<file path="config.mk">
export PLATFORM = sky130hd
export DESIGN_NAME = pfetch_bus_ctrl
export DESIGN_NICKNAME = d
export VERILOG_FILES = /design/src/rtl/pfetch_pkg.sv /design/src/rtl/pfetch_sequencer.sv /design/src/rtl/pfetch_strobe_gen.sv /design/src/rtl/pfetch_capture.sv /design/src/rtl/pfetch_bus_ctrl.sv
export SDC_FILE = /design/constraint.sdc
export NUM_CORES = 1
export LEC_CHECK = 0
export BUFFER_PORTS_ARGS = -buffer_cell sky130_fd_sc_hd__buf_2
export CAP_MARGIN = 20
export CORE_ASPECT_RATIO = 0.6
export CORE_MARGIN = 3
export CORE_UTILIZATION = 50
export CTS_CLUSTER_SIZE = 24
export DETAILED_ROUTE_END_ITERATION = 10
export PLACE_DENSITY = 0.83
export SLEW_MARGIN = 20
export SYNTH_ARGS = -nofsm -noshare
export SYNTH_HDL_FRONTEND = slang
export SYNTH_HIERARCHICAL = 1
export SYNTH_SLANG_ARGS = --single-unit
export TNS_END_PERCENT = 20
</file>
<file path="constraint.sdc">
create_clock -name clk -period 4.4 [get_ports clk]
set_clock_uncertainty 0.05 [all_clocks]
set_input_delay 0.44 -clock clk [delete_from_list [all_inputs] [get_ports clk]]
set_output_delay 0.44 -clock clk [all_outputs]
set_load 0.02 [all_outputs]
</file>
<file path="src/rtl/pfetch_pkg.sv">
package pfetch_pkg;

  localparam int unsigned PH_W = 3;
  typedef logic [PH_W-1:0] phase_t;

  // Phase schedule of one fetch (six phase clocks = three system clocks)
  localparam phase_t PH_FIRST      = 3'd0;
  localparam phase_t PH_ALE_LAST   = 3'd1;  // latch strobe spans phases 0..1
  localparam phase_t PH_DRV_FIRST  = 3'd1;  // low address appears mid-strobe
  localparam phase_t PH_DRV_LAST   = 3'd2;
  localparam phase_t PH_READ_FIRST = 3'd3;  // read strobe low, bus released
  localparam phase_t PH_LAST       = 3'd5;  // capture phase, accept point

  typedef struct packed {
    logic ale;
    logic psen_n;
    logic ad_oe;
  } strobes_t;

  localparam strobes_t STROBES_IDLE = '{ale: 1'b0, psen_n: 1'b1, ad_oe: 1'b0};

  function automatic strobes_t decode_phase(input logic busy, input phase_t ph);
    strobes_t s;
    s.ale    = busy && (ph <= PH_ALE_LAST);
    s.psen_n = !(busy && (ph >= PH_READ_FIRST));
    s.ad_oe  = busy && (ph >= PH_DRV_FIRST) && (ph <= PH_DRV_LAST);
    return s;
  endfunction

endpackage

</file>
<file path="src/rtl/pfetch_sequencer.sv">
module pfetch_sequencer
  import pfetch_pkg::*;
#(
  parameter int unsigned ADDR_W = 16
) (
  input  logic              clk,
  input  logic              rst,
  input  logic              req_valid,
  input  logic [ADDR_W-1:0] req_addr,
  output logic              req_ready,
  output logic              busy_q,
  output phase_t            ph_q,
  output logic              busy_n,
  output phase_t            ph_n,
  output logic [ADDR_W-1:0] addr_q
);

  logic at_last;
  logic accept;

  assign at_last   = busy_q && (ph_q == PH_LAST);
  assign req_ready = !busy_q || at_last;
  assign accept    = req_valid && req_ready;

  always_comb begin
    if (accept) begin
      busy_n = 1'b1;
      ph_n   = PH_FIRST;
    end else if (busy_q && !at_last) begin
      busy_n = 1'b1;
      ph_n   = ph_q + 3'd1;
    end else begin
      busy_n = 1'b0;
      ph_n   = PH_FIRST;
    end
  end

  always_ff @(posedge clk) begin
    if (rst) begin
      busy_q <= 1'b0;
      ph_q   <= PH_FIRST;
      addr_q <= '0;
    end else begin
      busy_q <= busy_n;
      ph_q   <= ph_n;
      if (accept) addr_q <= req_addr;
    end
  end

endmodule

</file>
<file path="src/rtl/pfetch_strobe_gen.sv">
module pfetch_strobe_gen
  import pfetch_pkg::*;
(
  input  logic   clk,
  input  logic   rst,
  input  logic   busy_n,
  input  phase_t ph_n,
  output logic   ale,
  output logic   psen_n,
  output logic   ad_oe
);

  strobes_t strb_q;

  // Decode the next state so every strobe leaves a flop directly.
  always_ff @(posedge clk) begin
    if (rst) strb_q <= STROBES_IDLE;
    else     strb_q <= decode_phase(busy_n, ph_n);
  end

  assign ale    = strb_q.ale;
  assign psen_n = strb_q.psen_n;
  assign ad_oe  = strb_q.ad_oe;

endmodule

</file>
<file path="src/rtl/pfetch_capture.sv">
module pfetch_capture #(
  parameter int unsigned DATA_W = 8
) (
  input  logic              clk,
  input  logic              rst,
  input  logic              sample_en,
  input  logic [DATA_W-1:0] ad_in,
  output logic              rsp_valid,
  output logic [DATA_W-1:0] rsp_data
);

  always_ff @(posedge clk) begin
    if (rst) begin
      rsp_valid <= 1'b0;
      rsp_data  <= '0;
    end else begin
      rsp_valid <= sample_en;
      if (sample_en) rsp_data <= ad_in;
    end
  end

endmodule

</file>
<file path="src/rtl/pfetch_bus_ctrl.sv">
module pfetch_bus_ctrl
  import pfetch_pkg::*;
#(
  parameter int unsigned ADDR_W = 16,
  parameter int unsigned DATA_W = 8,
  localparam int unsigned HI_W  = ADDR_W - DATA_W
) (
  input  logic              clk,
  input  logic              rst,
  input  logic              req_valid,
  output logic              req_ready,
  input  logic [ADDR_W-1:0] req_addr,
  output logic              rsp_valid,
  output logic [DATA_W-1:0] rsp_data,
  output logic [HI_W-1:0]   addr_hi,
  output logic [DATA_W-1:0] ad_out,
  output logic              ad_oe,
  input  logic [DATA_W-1:0] ad_in,
  output logic              ale,
  output logic              psen_n
);

  logic              busy_q;
  logic              busy_n;
  phase_t            ph_q;
  phase_t            ph_n;
  logic [ADDR_W-1:0] addr_q;
  logic              sample_en;

  pfetch_sequencer #(.ADDR_W(ADDR_W)) u_seq (
    .clk       (clk),
    .rst       (rst),
    .req_valid (req_valid),
    .req_addr  (req_addr),
    .req_ready (req_ready),
    .busy_q    (busy_q),
    .ph_q      (ph_q),
    .busy_n    (busy_n),
    .ph_n      (ph_n),
    .addr_q    (addr_q)
  );

  pfetch_strobe_gen u_strb (
    .clk    (clk),
    .rst    (rst),
    .busy_n (busy_n),
    .ph_n   (ph_n),
    .ale    (ale),
    .psen_n (psen_n),
    .ad_oe  (ad_oe)
  );

  assign sample_en = busy_q && (ph_q == PH_LAST);

  pfetch_capture #(.DATA_W(DATA_W)) u_cap (
    .clk       (clk),
    .rst       (rst),
    .sample_en (sample_en),
    .ad_in     (ad_in),
    .rsp_valid (rsp_valid),
    .rsp_data  (rsp_data)
  );

  assign addr_hi = addr_q[ADDR_W-1:DATA_W];
  assign ad_out  = addr_q[DATA_W-1:0];

endmodule

</file>
**Word-level counts from Yosys, hierarchy flattened**

Index checks and enable logic that the tools add are counted.

- Reduce and logical (&&, ||, !) cells: 11
- Add/subtract/negate cells: 1
- Magnitude comparators: 4
- Equal/unequal tests: 1
- Mux-type cells: 4

Operators by type and width:

| operator | count |
|---|---|
| logical AND 1 bit | 7 |
| two-way mux 3 bit | 2 |
| adder 3 x 1 -> 3 bit (second input constant) | 1 |
| == test 3 bit (second input constant) | 1 |
| >= comparator 3 x 1 -> 1 bit (second input constant) | 1 |
| >= comparator 3 x 2 -> 1 bit (second input constant) | 1 |
| <= comparator 3 x 1 -> 1 bit (second input constant) | 1 |
| <= comparator 3 x 2 -> 1 bit (second input constant) | 1 |
| logical NOT 1 bit | 3 |
| two-way mux 1 bit | 2 |
| logical OR 1 bit | 1 |

- Flip-flop bits (word level): 32
- Input port bits: 27
- Logic and storage cells: 29
- Output and inout port bits: 29

**Logic depth before layout (Yosys ltp)**

Gate-level depths: netlist (run 1).

- Word-level depth: 9
- Depth in mapped cells: 8
- Depth with buffers taken out: 7

**By module**

Netlist (run 1), hierarchy kept.

By module, submodules not included:

| module | area each (sq um) | times used | sequential area each (sq um) | cells each |
|---|---|---|---|---|
| pfetch_sequencer | 914.6 | 1 | 400.4 | 92 |
| pfetch_capture | 312.8 | 1 | 180.2 | 28 |
| pfetch_strobe_gen | 98.8 | 1 | 60.1 | 9 |
| pfetch_bus_ctrl | 10.0 | 1 | 0.0 | 1 |

**Worst setup path after synthesis (run 1)**

OpenSTA, ideal clock, no wires.

- Kind: flip-flop to flip-flop
- Start point: register u_seq.ph_q[1]
- End point: register u_strb.strb_q, in the netlist u_strb/psen_n
- Buffers on the path: 2
- Slack: 2609 ps
- Required time: 4223 ps
- Stages on the path, launching flop included: 9
- Arrival time: 1614 ps
- Library setup time: 127 ps
- Clock period less this slack: 1791 ps
- Path through: dfxtp_1 -> inv_1 -> ha_1 -> a21bo_1 -> buf_6 -> buf_2 -> nor2_1 -> a21oi_1 -> or3b_1

- Elaborated cells on any way between the ends: 14
- Classes of those cells: add/sub (1); order compare (1); eq/ne (1); mux (4); reduce/logical (7)

RTL lines:

| what | line | source |
|---|---|---|
| start: declaration | pfetch_sequencer.sv:12 | `output phase_t ph_q,` |
| start signal: assignment | pfetch_sequencer.sv:45 | `ph_q <= ph_n;` |
| == test 3 bit | pfetch_sequencer.sv:21 | `assign at_last = busy_q && (ph_q == PH_LAST);` |
| logical AND 1 bit | pfetch_sequencer.sv:21 |  |
| logical OR 1 bit | pfetch_sequencer.sv:22 | `assign req_ready = !busy_q \|\| at_last;` |
| net req_ready | pfetch_bus_ctrl.sv:11 | `output logic req_ready,` |
| logical AND 1 bit | pfetch_sequencer.sv:23 | `assign accept = req_valid && req_ready;` |
| two-way mux 3 bit | pfetch_sequencer.sv:26 | `if (accept) begin` |
| net ph_n[1] | pfetch_bus_ctrl.sv:26 | `phase_t ph_n;` |
| >= comparator 3 x 2 -> 1 bit | pfetch_pkg.sv:25 | `s.psen_n = !(busy && (ph >= PH_READ_FIRST));` |
| logical AND 1 bit | pfetch_pkg.sv:25 |  |
| logical NOT 1 bit | pfetch_pkg.sv:25 |  |
| end signal: assignment | pfetch_strobe_gen.sv:18 | `else strb_q <= decode_phase(busy_n, ph_n);` |
| end: declaration | pfetch_strobe_gen.sv:13 | `strobes_t strb_q;` |

The timed path passes the listed nets, and every way through them passes these cells.
A chain may end at the register's enable or synchronous reset.

**Worst setup path in the final report (run 1)**

- Start point: register u_seq.ph_q[0]
- End point: output req_ready

- Word-level cells in the longest chain between the ends: 3

RTL lines:

| what | line |
|---|---|
| == test 3 bit | pfetch_sequencer.sv:21 |
| logical AND 1 bit | pfetch_sequencer.sv:21 |
| logical OR 1 bit | pfetch_sequencer.sv:22 |
| end: declaration | pfetch_bus_ctrl.sv:11 |

No other way between the ends.

==> impl_metrics.csv, run 1 <==
group,metric,value,unit
yosys,yosys.area.top_type,"dfxtp_1",
yosys,synth_top_area_share,0.4794,
global_routing,grt_antenna_before_repair,0,
timing,rsz0062_at_grt,"no",
timing,setup_viol,0,
worst_setup_path,arrival,1.84,ns
place,post_dp_cell_area,1582,µm²
cts,worstSkewPairLatency,0.27,ns
global_routing,grtUsageMet3,0.07489,
power_and_ir_drop,p_int,439.6,µW
floorplanning,die_w,72.74,µm
place,numPortBuffers,55,
power_and_ir_drop,power_frac_clock,0.349,
timing,drv_slew,0,
cts,cts_tree,"yes",
yosys,synth_edf_count,0,
power_and_ir_drop,powerDensity,354.8,nW/µm²
worst_setup_path,crit_chain,"ha_1 > a21bo_1 > buf_2",
yosys,async_reset_ff_frac,0,
global_routing,grt_start_max_net_pins,43,
power_and_ir_drop,power,588.7,µW
worst_setup_path,max_stage_delay,0.64,ns
timing,worstMarginPinSlew,0.7974,ns
global_routing,top_usage_layer,"met2",
layout,fillerInstances,190,
power_and_ir_drop,static-leakage-power,0.0007379,µW
worst_setup_path,path_class,"reg -> out",
drt,wire_per_inst,14.33,µm
global_routing,met2_usage,0.3333,
cts,cts_buffers,5,
yosys,ys_warn_count,6,
yosys,synth-main-ff-cell,"dfxtp_1",
layout,drive_above_1_share,0.4254,
cts,postCtsSetupBuffers,0,
cts,cts_resized,0,
global_routing,grt_pass1_wl,4.843,mm
global_routing,grt_pass1_vias,1126,
yosys,seq_area_frac_synth,0.4794,
timing,slew-limit-headroom,0.4684,
place,routabilityCongestion,0.7530,
place,dp_cells,204,
place,dp_hpwl,2.135,mm
floorplanning,start_util,0.5705,
yosys,synth.net_count,159,
layout,final_cell_area,1659,µm²
worst_setup_path,cp_slowest_cell,"a21bo_1",
power_and_ir_drop,seqPwrFrac,0.522,
cts,cts.sinks,32,
timing,hold_viol_final,0,
yosys,netlist_instances,130,
drt,ant_nets,0,
cts,clk_pin_slew,0.06,ns
timing,max_freq,429.5,MHz
status,status,"finished clean",
drt,post-route-drc-count,0,
worst_setup_path,path_max_fanout,28,
cts,ctsHoldBuffers,0,
drt,vias,1136,
floorplanning,ioPinCount,56,
yosys,synth.top_cells.by_count,"dfxtp_1, nor2_1, nand2b_1",
flow_run,cap_viol_max_count,0,
layout,antennaDiodeCount,0,
floorplanning,die_area,3349,µm²
timing,hold_slack,0.3517,ns
min_path,hp-class,"in -> reg",
layout,fin_cells,211,
worst_setup_path,required,3.91,ns
floorplanning,die_y,46.05,µm
layout,fin_nets,210,
cts,cts-root-buf,"clkbuf_8",
power_and_ir_drop,vdd_ir_drop_max,0.0002137,V
drt,firstDrtPassIters,4,
power_and_ir_drop,switchingPower,149.1,µW
yosys,yosysUniqueCellTypes,25,
drt,drtIter0Drc,31,
yosys,synth.avg_cell_area,10.28,µm²
layout,synthToLayoutAreaGrowth,24.16,%
worst_setup_path,cp-start-kind,"flip-flop",
cts,cts_max_level,2,
yosys,synth_seq_cells,32,
global_routing,gr-usage-met1,0.2200,
timing,period_share,0.5292,
yosys,ys_top_cells_by_area,"dfxtp_1, nand4b_1, mux2i_1",
cts,clockBufferDepth,2,
drt,wl,3.024,mm
drt,routed_via_density,5.384,
floorplanning,core,2342,µm²
global_routing,track_usage,0.1955,
timing,setup_tns,0,ns
power_and_ir_drop,sw_frac_of_total,0.2533,
floorplanning,rows,13,
global_routing,grt.overflow.total,0,
yosys,yosysMostFrequentCell,"dfxtp_1",
timing,min_period,2.328,ns
yosys,synth_area,1336,µm²
power_and_ir_drop,combPwrFrac,0.129,
worst_setup_path,end_kind,"primary output",
-- power groups by stage --
stage	logic (µW)	clock network [µW]	registers, µW
after CTS	76.3	210	307
after global routing	82.7	224	308
after global placement	73.8	0	312
after floorplan	39.2	0	325
after detailed placement	75.9	0	313
final	76.0	206	307
-- final cells by class --
class	instances	area [µm²]	share of cell area
multi-input cells	86	624.3	0.3763
inverters	1	3.754	0.002262
clock buffers	6	72.57	0.04374
repair buffers	55	275.3	0.1659
well taps	30	37.54	0.02262
flip-flops and latches	32	640.6	0.3861
clock inverters	1	5.005	0.003017
-- cells in the final DEF (no fill, tap or decap), types with 2 or more instances in the layout --
cell	n
buf_2	55
mux2i_1	9
nand4b_1	11
o21ai_2	10
or3b_1	2
nor2_1	13
a21oi_1	6
ha_1	2
clkbuf_8	5
a21bo_2	5
nor3_1	2
dfxtp_1	32
nand3_1	5
nor2b_1	3
nand2b_1	12
-- state kept, by name, summed over array words and instances (netlist names) --
register / count
u_seq/addr_q: 16
u_cap/rsp_data: 8
u_seq/ph_q: 3
u_cap/rsp_valid: 1
u_seq/busy_q: 1
u_strb/ad_oe: 1
u_strb/ale: 1
u_strb/psen_n: 1
-- path summary, 6_finish.rpt --
path	from	end	slack (ns)	cells past startpoint
worst max-delay path	u_seq/ph_q[0]	req_ready	2.07	3
worst min-delay path	ad_in[7]	u_cap/rsp_data[7]	0.35	3
worst max register to register	u_seq/ph_q[1]	u_strb/psen_n	2.36	6
worst min register to register	u_seq/addr_q[9]	u_seq/addr_q[9]	0.43	2
-- worst max-delay path, delay by kind of cell, from the launching register on --
kind                       cells  cell delay, ns
DFF                            1            0.42
buffers and inverters          1            0.29
AOI/OAI and AO/OA              1            0.64
adders and majority gates      1            0.21
-- through the flow --
stage / worst slack (ns) / util
finish: 2.072 / 0.7083
CTS: 2.074 / 0.7083
global route: 1.914 / 0.7083
global placement: 2.480 / 0.6752
detailed placement: 2.375 / 0.6752
floorplan: 2.609 / -
-- cells by family after synthesis --
group           Yosys count  synth area share
buf+inv                  12           0.05336
mux                       9           0.06742
compound gates           23            0.1367
xor+xnor                  1          0.006556
simple gates             51            0.2378
fa+ha+maj                 2           0.01872
flops                    32            0.4794
-- per-layer routing --
layer	vias up	wire length, µm
li1	554	-
met1	546	1329
met2	30	1479
met3	6	163
met4	0	52
met5	-	0
Note: power is estimated with default switching activity, not from simulation.
==> run 2: changes to the inputs <==
--- a/config.mk
+++ b/config.mk
@@ -9,10 +9,10 @@
 export CAP_MARGIN = 20
 export CORE_ASPECT_RATIO = 0.6
 export CORE_MARGIN = 3
-export CORE_UTILIZATION = 50
+export CORE_UTILIZATION = 46
 export CTS_CLUSTER_SIZE = 24
 export DETAILED_ROUTE_END_ITERATION = 10
-export PLACE_DENSITY = 0.83
+export PLACE_DENSITY = 0.77
 export SLEW_MARGIN = 20
 export SYNTH_ARGS = -nofsm -noshare
 export SYNTH_HDL_FRONTEND = slang
==> constraint.sdc (replaced) <==
create_clock -name clk -period 2.15 [get_ports clk]
set_clock_uncertainty 0.05 [all_clocks]
set_input_delay 0.215 -clock clk [delete_from_list [all_inputs] [get_ports clk]]
set_output_delay 0.215 -clock clk [all_outputs]
set_load 0.02 [all_outputs]
==> run 2 against run 1 <==
Net effect: utilization is 6.7 points lower; final area increased by 1.5%; critical path depth grew 3; final cell count grew 1.9%; die area increased by 7.8%; combinational power grew 110%; first-iteration DRC count is 16% higher; critical path type is now reg -> reg.
==> impl_metrics.csv, run 2 (synthesized netlist as in run 1, its figures left out) <==
group,metric,value,unit
drt,drtIter0Drc,36,
floorplanning,rows,14,
floorplanning,start_util,0.5086,
worst_setup_path,r2r_end,"u_strb/psen_n",
worst_setup_path,crit_chain,"inv_1 > ha_1 > a21bo_1 > nor2_1 > a21oi_1 > or3b_1",
global_routing,grt_antenna_before_repair,0,
worst_setup_path,path_class,"reg -> reg",
timing,worstMarginPinSlew,0.5869,ns
timing,setup_viol,0,
power_and_ir_drop,power_frac_clock,0.371,
cts,cts_tree,"yes",
power_and_ir_drop,sw_frac_of_total,0.2499,
layout,top_register,"u_seq/addr_q",
floorplanning,die_y,47.75,µm
floorplanning,die_area,3609,µm²
place,numPortBuffers,55,
layout,antennaDiodeCount,0,
timing,max_freq,573.9,MHz
worst_setup_path,r2r-start,"u_seq/ph_q[1]",
status,status,"finished clean",
layout,fin_nets,211,
power_and_ir_drop,p_int,936.3,µW
worst_setup_path,required,2.26,ns
min_path,min_to,"u_cap/rsp_data[4]",
power_and_ir_drop,seqPwrFrac,0.503,
place,place_worst_setup_slack,0.4347,ns
timing,slew-limit-headroom,0.6087,
global_routing,grt_start_max_net_pins,43,
cts,cts_max_level,2,
worst_setup_path,crit_family,"simple AND/OR/NAND/NOR gates",
power_and_ir_drop,power,1248,µW
worst_setup_path,max_stage_delay,0.35,ns
drt,post-route-drc-count,0,
worst_setup_path,r2r_slack,0.41,ns
power_and_ir_drop,powerDensity,741.2,nW/µm²
timing,rsz0062_at_grt,"no",
layout,drive_above_1_share,0.4372,
layout,synthToLayoutAreaGrowth,26.03,%
cts,cts.sinks,32,
global_routing,grt_pass1_wl,4.671,mm
layout,layout_commonest_cell,"buf_2",
worst_setup_path,arrival,1.85,ns
min_path,hp-class,"in -> reg",
global_routing,grt_pass1_vias,1035,
worst_setup_path,cp-start-kind,"flip-flop",
cts,clk_pin_slew,0.07,ns
timing,setup_tns,0,ns
layout,top_regs,"u_seq/addr_q (16), u_cap/rsp_data (8), u_seq/ph_q (3)",
power_and_ir_drop,vdd_ir_drop_max,0.0005004,V
layout,final_cell_mix,"buf_2, dfxtp_1, nor2_1",
power_and_ir_drop,combPwrFrac,0.126,
floorplanning,die_w,75.58,µm
worst_setup_path,end_kind,"flip-flop",
flow_run,cap_viol_max_count,0,
place,routabilityCongestion,0.7744,
timing,drv_slew,0,
min_path,hp-start,"ad_in[4]",
timing,hold_viol_final,0,
cts,ctsHoldBuffers,0,
cts,cts-root-buf,"clkbuf_8",
drt,routed_via_density,5.102,
floorplanning,ioPinCount,56,
cts,clockBufferDepth,2,
power_and_ir_drop,static-leakage-power,0.0007524,µW
timing,timing.final.ws_setup,0.4076,ns
place,post_dp_cell_area,1592,µm²
drt,ant_nets,0,
worst_setup_path,r2r_cells,6,
cts,cts_buffers,5,
layout,final_cell_area,1684,µm²
drt,wl,2.967,mm
cts,postCtsSetupBuffers,0,
place,dp_hpwl,2.179,mm
drt,wire_per_inst,13.80,µm
cts,cts_resized,0,
global_routing,grt.overflow.total,0,
floorplanning,core,2628,µm²
worst_setup_path,cp_slowest_cell,"dfxtp_1",
worst_setup_path,path_max_fanout,11,
drt,firstDrtPassIters,4,
power_and_ir_drop,switchingPower,312.0,µW
timing,min_period,1.742,ns
worst_setup_path,path_buf_inv,1,
drt,vias,1097,
min_path,holdPathStages,3,
timing,period_share,0.8104,
worst_setup_path,cp.depth,6,
layout,largest_reg_flops,16,
global_routing,track_usage,0.1804,
timing,hold_slack,0.1242,ns
cts,worstSkewPairLatency,0.28,ns
## run 2: cell types whose count changed in the layout (fill, tap and decap cells not counted), sizes merged
cell,delta
clkinv,+1
buf,+1
## run 2: worst max-delay path by stage
stage	from	endpoint	slack, ns
finish	u_seq/ph_q[1]	u_strb/psen_n	0.41
detailed placement	u_seq/ph_q[1]	u_strb/psen_n	0.43
CTS	u_seq/ph_q[1]	u_strb/psen_n	0.42
global placement	u_seq/ph_q[1]	u_strb/psen_n	0.54
floorplan	u_seq/ph_q[1]	u_strb/psen_n	0.36
global route	u_seq/ph_q[1]	u_strb/psen_n	0.29
## run 2: final cells by class
cell class,count,area [µm²]
Inverter,1,3.754
Multi-Input combinational cell,86,624.3
Tap cell,32,40.04
Fill cell,219,943.4
Timing Repair Buffer,56,282.8
Sequential cell,32,640.6
Clock inverter,2,10.01
Clock buffer,6,82.58
## run 2: worst register-to-register path: cells and delay by family (launching register included)
family          cells  cell delay (ns)
flops               1             0.35
compound gates      2             0.39
fa+ha+maj           1             0.19
buf+inv             1             0.05
simple gates        2             0.60
## run 2: metal layers
metal	wire length, µm	vias to the layer above	global-route usage
li1	-	555	-
met1	1311	515	0.2119
met2	1493	23	0.3019
met3	126	4	0.07128
met4	36	0	0.07317
met5	0	-	0
## run 2: power groups by stage
stage                     clock network, µW  registers (µW)  logic (µW)
after floorplan                           0             665        80.2
after global placement                    0             639         154
after detailed placement                  0             641         159
after CTS                               476             628         159
after global routing                    510             631         171
final                                   463             628         157
## run 2: stage by stage
stage,instances,util
global route,215,0.6410
CTS,215,0.6410
finish,215,0.6410
detailed placement,207,0.6057
global placement,207,0.6057
floorplan,130,-
==> run 3: changes to the inputs <==
--- a/config.mk
+++ b/config.mk
@@ -5,14 +5,15 @@
 export SDC_FILE = /design/constraint.sdc
 export NUM_CORES = 1
 export LEC_CHECK = 0
+export ABC_AREA = 1
 export BUFFER_PORTS_ARGS = -buffer_cell sky130_fd_sc_hd__buf_2
 export CAP_MARGIN = 20
 export CORE_ASPECT_RATIO = 0.6
 export CORE_MARGIN = 3
-export CORE_UTILIZATION = 46
+export CORE_UTILIZATION = 47
 export CTS_CLUSTER_SIZE = 24
 export DETAILED_ROUTE_END_ITERATION = 10
-export PLACE_DENSITY = 0.77
+export PLACE_DENSITY = 0.78
 export SLEW_MARGIN = 20
 export SYNTH_ARGS = -nofsm -noshare
 export SYNTH_HDL_FRONTEND = slang
==> constraint.sdc (replaced) <==
create_clock -name clk -period 1.7 [get_ports clk]
set_clock_uncertainty 0.05 [all_clocks]
set_input_delay 0.17 -clock clk [delete_from_list [all_inputs] [get_ports clk]]
set_output_delay 0.17 -clock clk [all_outputs]
set_load 0.02 [all_outputs]
==> run 3 against run 2 <==
Net effect: synthesized cell count is 53% higher; worst hold slack improved by 0.0064 ns; via count is 15% higher; wire length is 9.1% lower; setup slack worse by 0.25 ns; critical path depth fell by 2; utilization grew 1.6 points; largest power group unchanged.
==> impl_metrics.csv, run 3 <==
group,metric,value,unit
power_and_ir_drop,static-leakage-power,0.0009710,µW
worst_setup_path,r2r_slack,0.29,ns
yosys,yosysMostFrequentCell,"nand2_1",
cts,cts-root-buf,"clkbuf_8",
global_routing,grt_pass1_vias,1026,
cts,clockBufferDepth,2,
place,place_worst_setup_slack,0.2191,ns
yosys,synth.top_cells.by_count,"nand2_1, nor2_1, dfxtp_1",
yosys,synth-main-ff-cell,"dfxtp_1",
yosys,netlist_instances,199,
layout,largest_reg_flops,16,
global_routing,grt_antenna_before_repair,0,
power_and_ir_drop,p_int,1159,µW
cts,cts.sinks,32,
floorplanning,die_y,48.60,µm
drt,routed_via_density,4.324,
drt,drtIter0Drc,66,
yosys,synth.net_count,228,
min_path,holdPathStages,5,
yosys,synth_top_area_share,0.4507,
timing,timing.final.ws_setup,0.1536,ns
cts,clk_pin_slew,0.06,ns
timing,hold_viol_final,0,
global_routing,grtUsageMet3,0.06481,
layout,drive_above_1_share,0.2964,
worst_setup_path,path_class,"reg -> out",
place,dp_hpwl,2.025,mm
floorplanning,ioPinCount,56,
cts,cts_resized,0,
timing,hold_slack,0.1306,ns
cts,cts_tree,"yes",
timing,min_period,1.546,ns
global_routing,track_usage,0.1482,
layout,synthToLayoutAreaGrowth,23.86,%
global_routing,grt.overflow.total,0,
yosys,synth_seq_cells,32,
yosys,synth_edf_count,0,
layout,final_cell_mix,"buf_2, nand2_1, nor2_1",
layout,fin_cells,293,
status,status,"finished clean",
floorplanning,start_util,0.5303,
worst_setup_path,path_max_fanout,31,
layout,top_regs,"u_seq/addr_q (16), u_cap/rsp_data (8), u_seq/ph_q (3)",
power_and_ir_drop,combPwrFrac,0.154,
worst_setup_path,r2r_cells,7,
worst_setup_path,required,1.48,ns
layout,layout_commonest_cell,"buf_2",
drt,firstDrtPassIters,4,
flow_run,cap_viol_max_count,0,
timing,slew-limit-headroom,0.7196,
global_routing,met2_usage,0.2153,
cts,worstSkewPairLatency,0.27,ns
worst_setup_path,end_kind,"primary output",
drt,ant_nets,0,
timing,rsz0062_at_grt,"no",
yosys,seq_area_frac_synth,0.4507,
power_and_ir_drop,power_frac_clock,0.333,
yosys,yosys.area.top_type,"dfxtp_1",
yosys,yosysUniqueCellTypes,19,
timing,max_freq,646.7,MHz
drt,wire_per_inst,9.208,µm
yosys,synth_area,1421,µm²
timing,worstMarginPinSlew,0.4207,ns
worst_setup_path,arrival,1.33,ns
floorplanning,die_w,77.00,µm
power_and_ir_drop,powerDensity,896.0,nW/µm²
yosys,synth.avg_cell_area,7.143,µm²
floorplanning,die_area,3742,µm²
worst_setup_path,cp-start-kind,"flip-flop",
place,dp_cells,286,
floorplanning,rows,14,
min_path,hp-class,"in -> reg",
cts,cts_buffers,5,
power_and_ir_drop,vdd_ir_drop_max,0.0005994,V
power_and_ir_drop,sw_frac_of_total,0.2653,
power_and_ir_drop,seqPwrFrac,0.512,
timing,period_share,0.9096,
place,routabilityCongestion,0.7806,
cts,postCtsSetupBuffers,0,
global_routing,gr-usage-met1,0.2016,
yosys,ys_warn_count,6,
global_routing,grt_pass1_wl,4.512,mm
global_routing,grt_start_max_net_pins,32,
place,numPortBuffers,55,
timing,setup_tns,0,ns
power_and_ir_drop,switchingPower,418.5,µW
global_routing,top_usage_layer,"met2",
layout,fin_nets,282,
layout,antennaDiodeCount,0,
yosys,async_reset_ff_frac,0,
layout,top_register,"u_seq/addr_q",
timing,drv_slew,0,
cts,ctsHoldBuffers,0,
cts,cts_max_level,2,
timing,setup_viol,0,
yosys,ys_top_cells_by_area,"dfxtp_1, nand2_1, nor2_1",
drt,post-route-drc-count,0,
floorplanning,core,2680,µm²
drt,wl,2.698,mm
drt,vias,1267,
-- run 3: changes by cell type after synthesis, sizes merged, moves of 12 or more --
cell | previous run | this run
nand2 | 0 | 42
inv | 1 | 33
nor2 | 13 | 40
nand2b | 12 | 0
nand3 | 5 | 17
-- run 3: kinds of logic (layout without fill, tap and decap cells) --
kind of cell             count (synthesis)  after routing  synth area share
AND/OR/NAND/NOR                        102            102            0.3063
buffers and inverters                   45             99            0.1567
flip-flops                              32             32            0.4507
AO/OA/AOI/OAI                           17             17           0.06250
adder cells (fa/ha/maj)                  2              2           0.01760
XOR/XNOR                                 1              1          0.006163
-- run 3: power by group through the flow --
stage | logic, µW | registers, µW | clock network [µW]
global route | 272 | 813 | 576
CTS | 243 | 807 | 536
finish | 243 | 808 | 526
detailed placement | 243 | 823 | 0
floorplan | 133 | 863 | 0
global placement | 240 | 823 | 0
-- run 3: area by class of cell --
| class | count | area (µm²) |
|---|---|---|
| clock inverter | 1 | 5.005 |
| timing repair buffer | 58 | 297.8 |
| multi-input combinational | 122 | 566.8 |
| fill | 239 | 919.6 |
| inverter | 34 | 127.6 |
| sequential | 32 | 640.6 |
| clock buffer | 6 | 72.57 |
| tap | 40 | 50.05 |
-- run 3: metrics by stage --
stage	area, µm²	power, µW	utilization
2_1_floorplan	1421	995.9	-
3_3_place_gp	1674	1063	0.6247
3_5_place_dp	1674	1066	0.6247
4_1_cts	1752	1587	0.6536
5_1_grt	1760	1661	0.6569
6_report	1760	1577	0.6569
-- run 3: worst max-delay path, stage by stage (launching register included) --
cell,delay [ns]
dfxtp_1,0.41
ha_1,0.19
nand2_2,0.09
nand2_8,0.17
buf_2,0.20
-- run 3: final timing paths --
path	from	to
worst min register to register	u_cap/rsp_data[4]	u_cap/rsp_data[4]
worst max register to register	u_seq/ph_q[0]	u_seq/addr_q[6]
worst min-delay path	ad_in[3]	u_cap/rsp_data[3]
worst max-delay path	u_seq/ph_q[0]	req_ready
-- run 3: layer usage --
metal  vias up  share of wire
met5         -              0
met4         0         0.0070
met3         3          0.092
met2        40           0.39
met1       526           0.51
li1        698              -
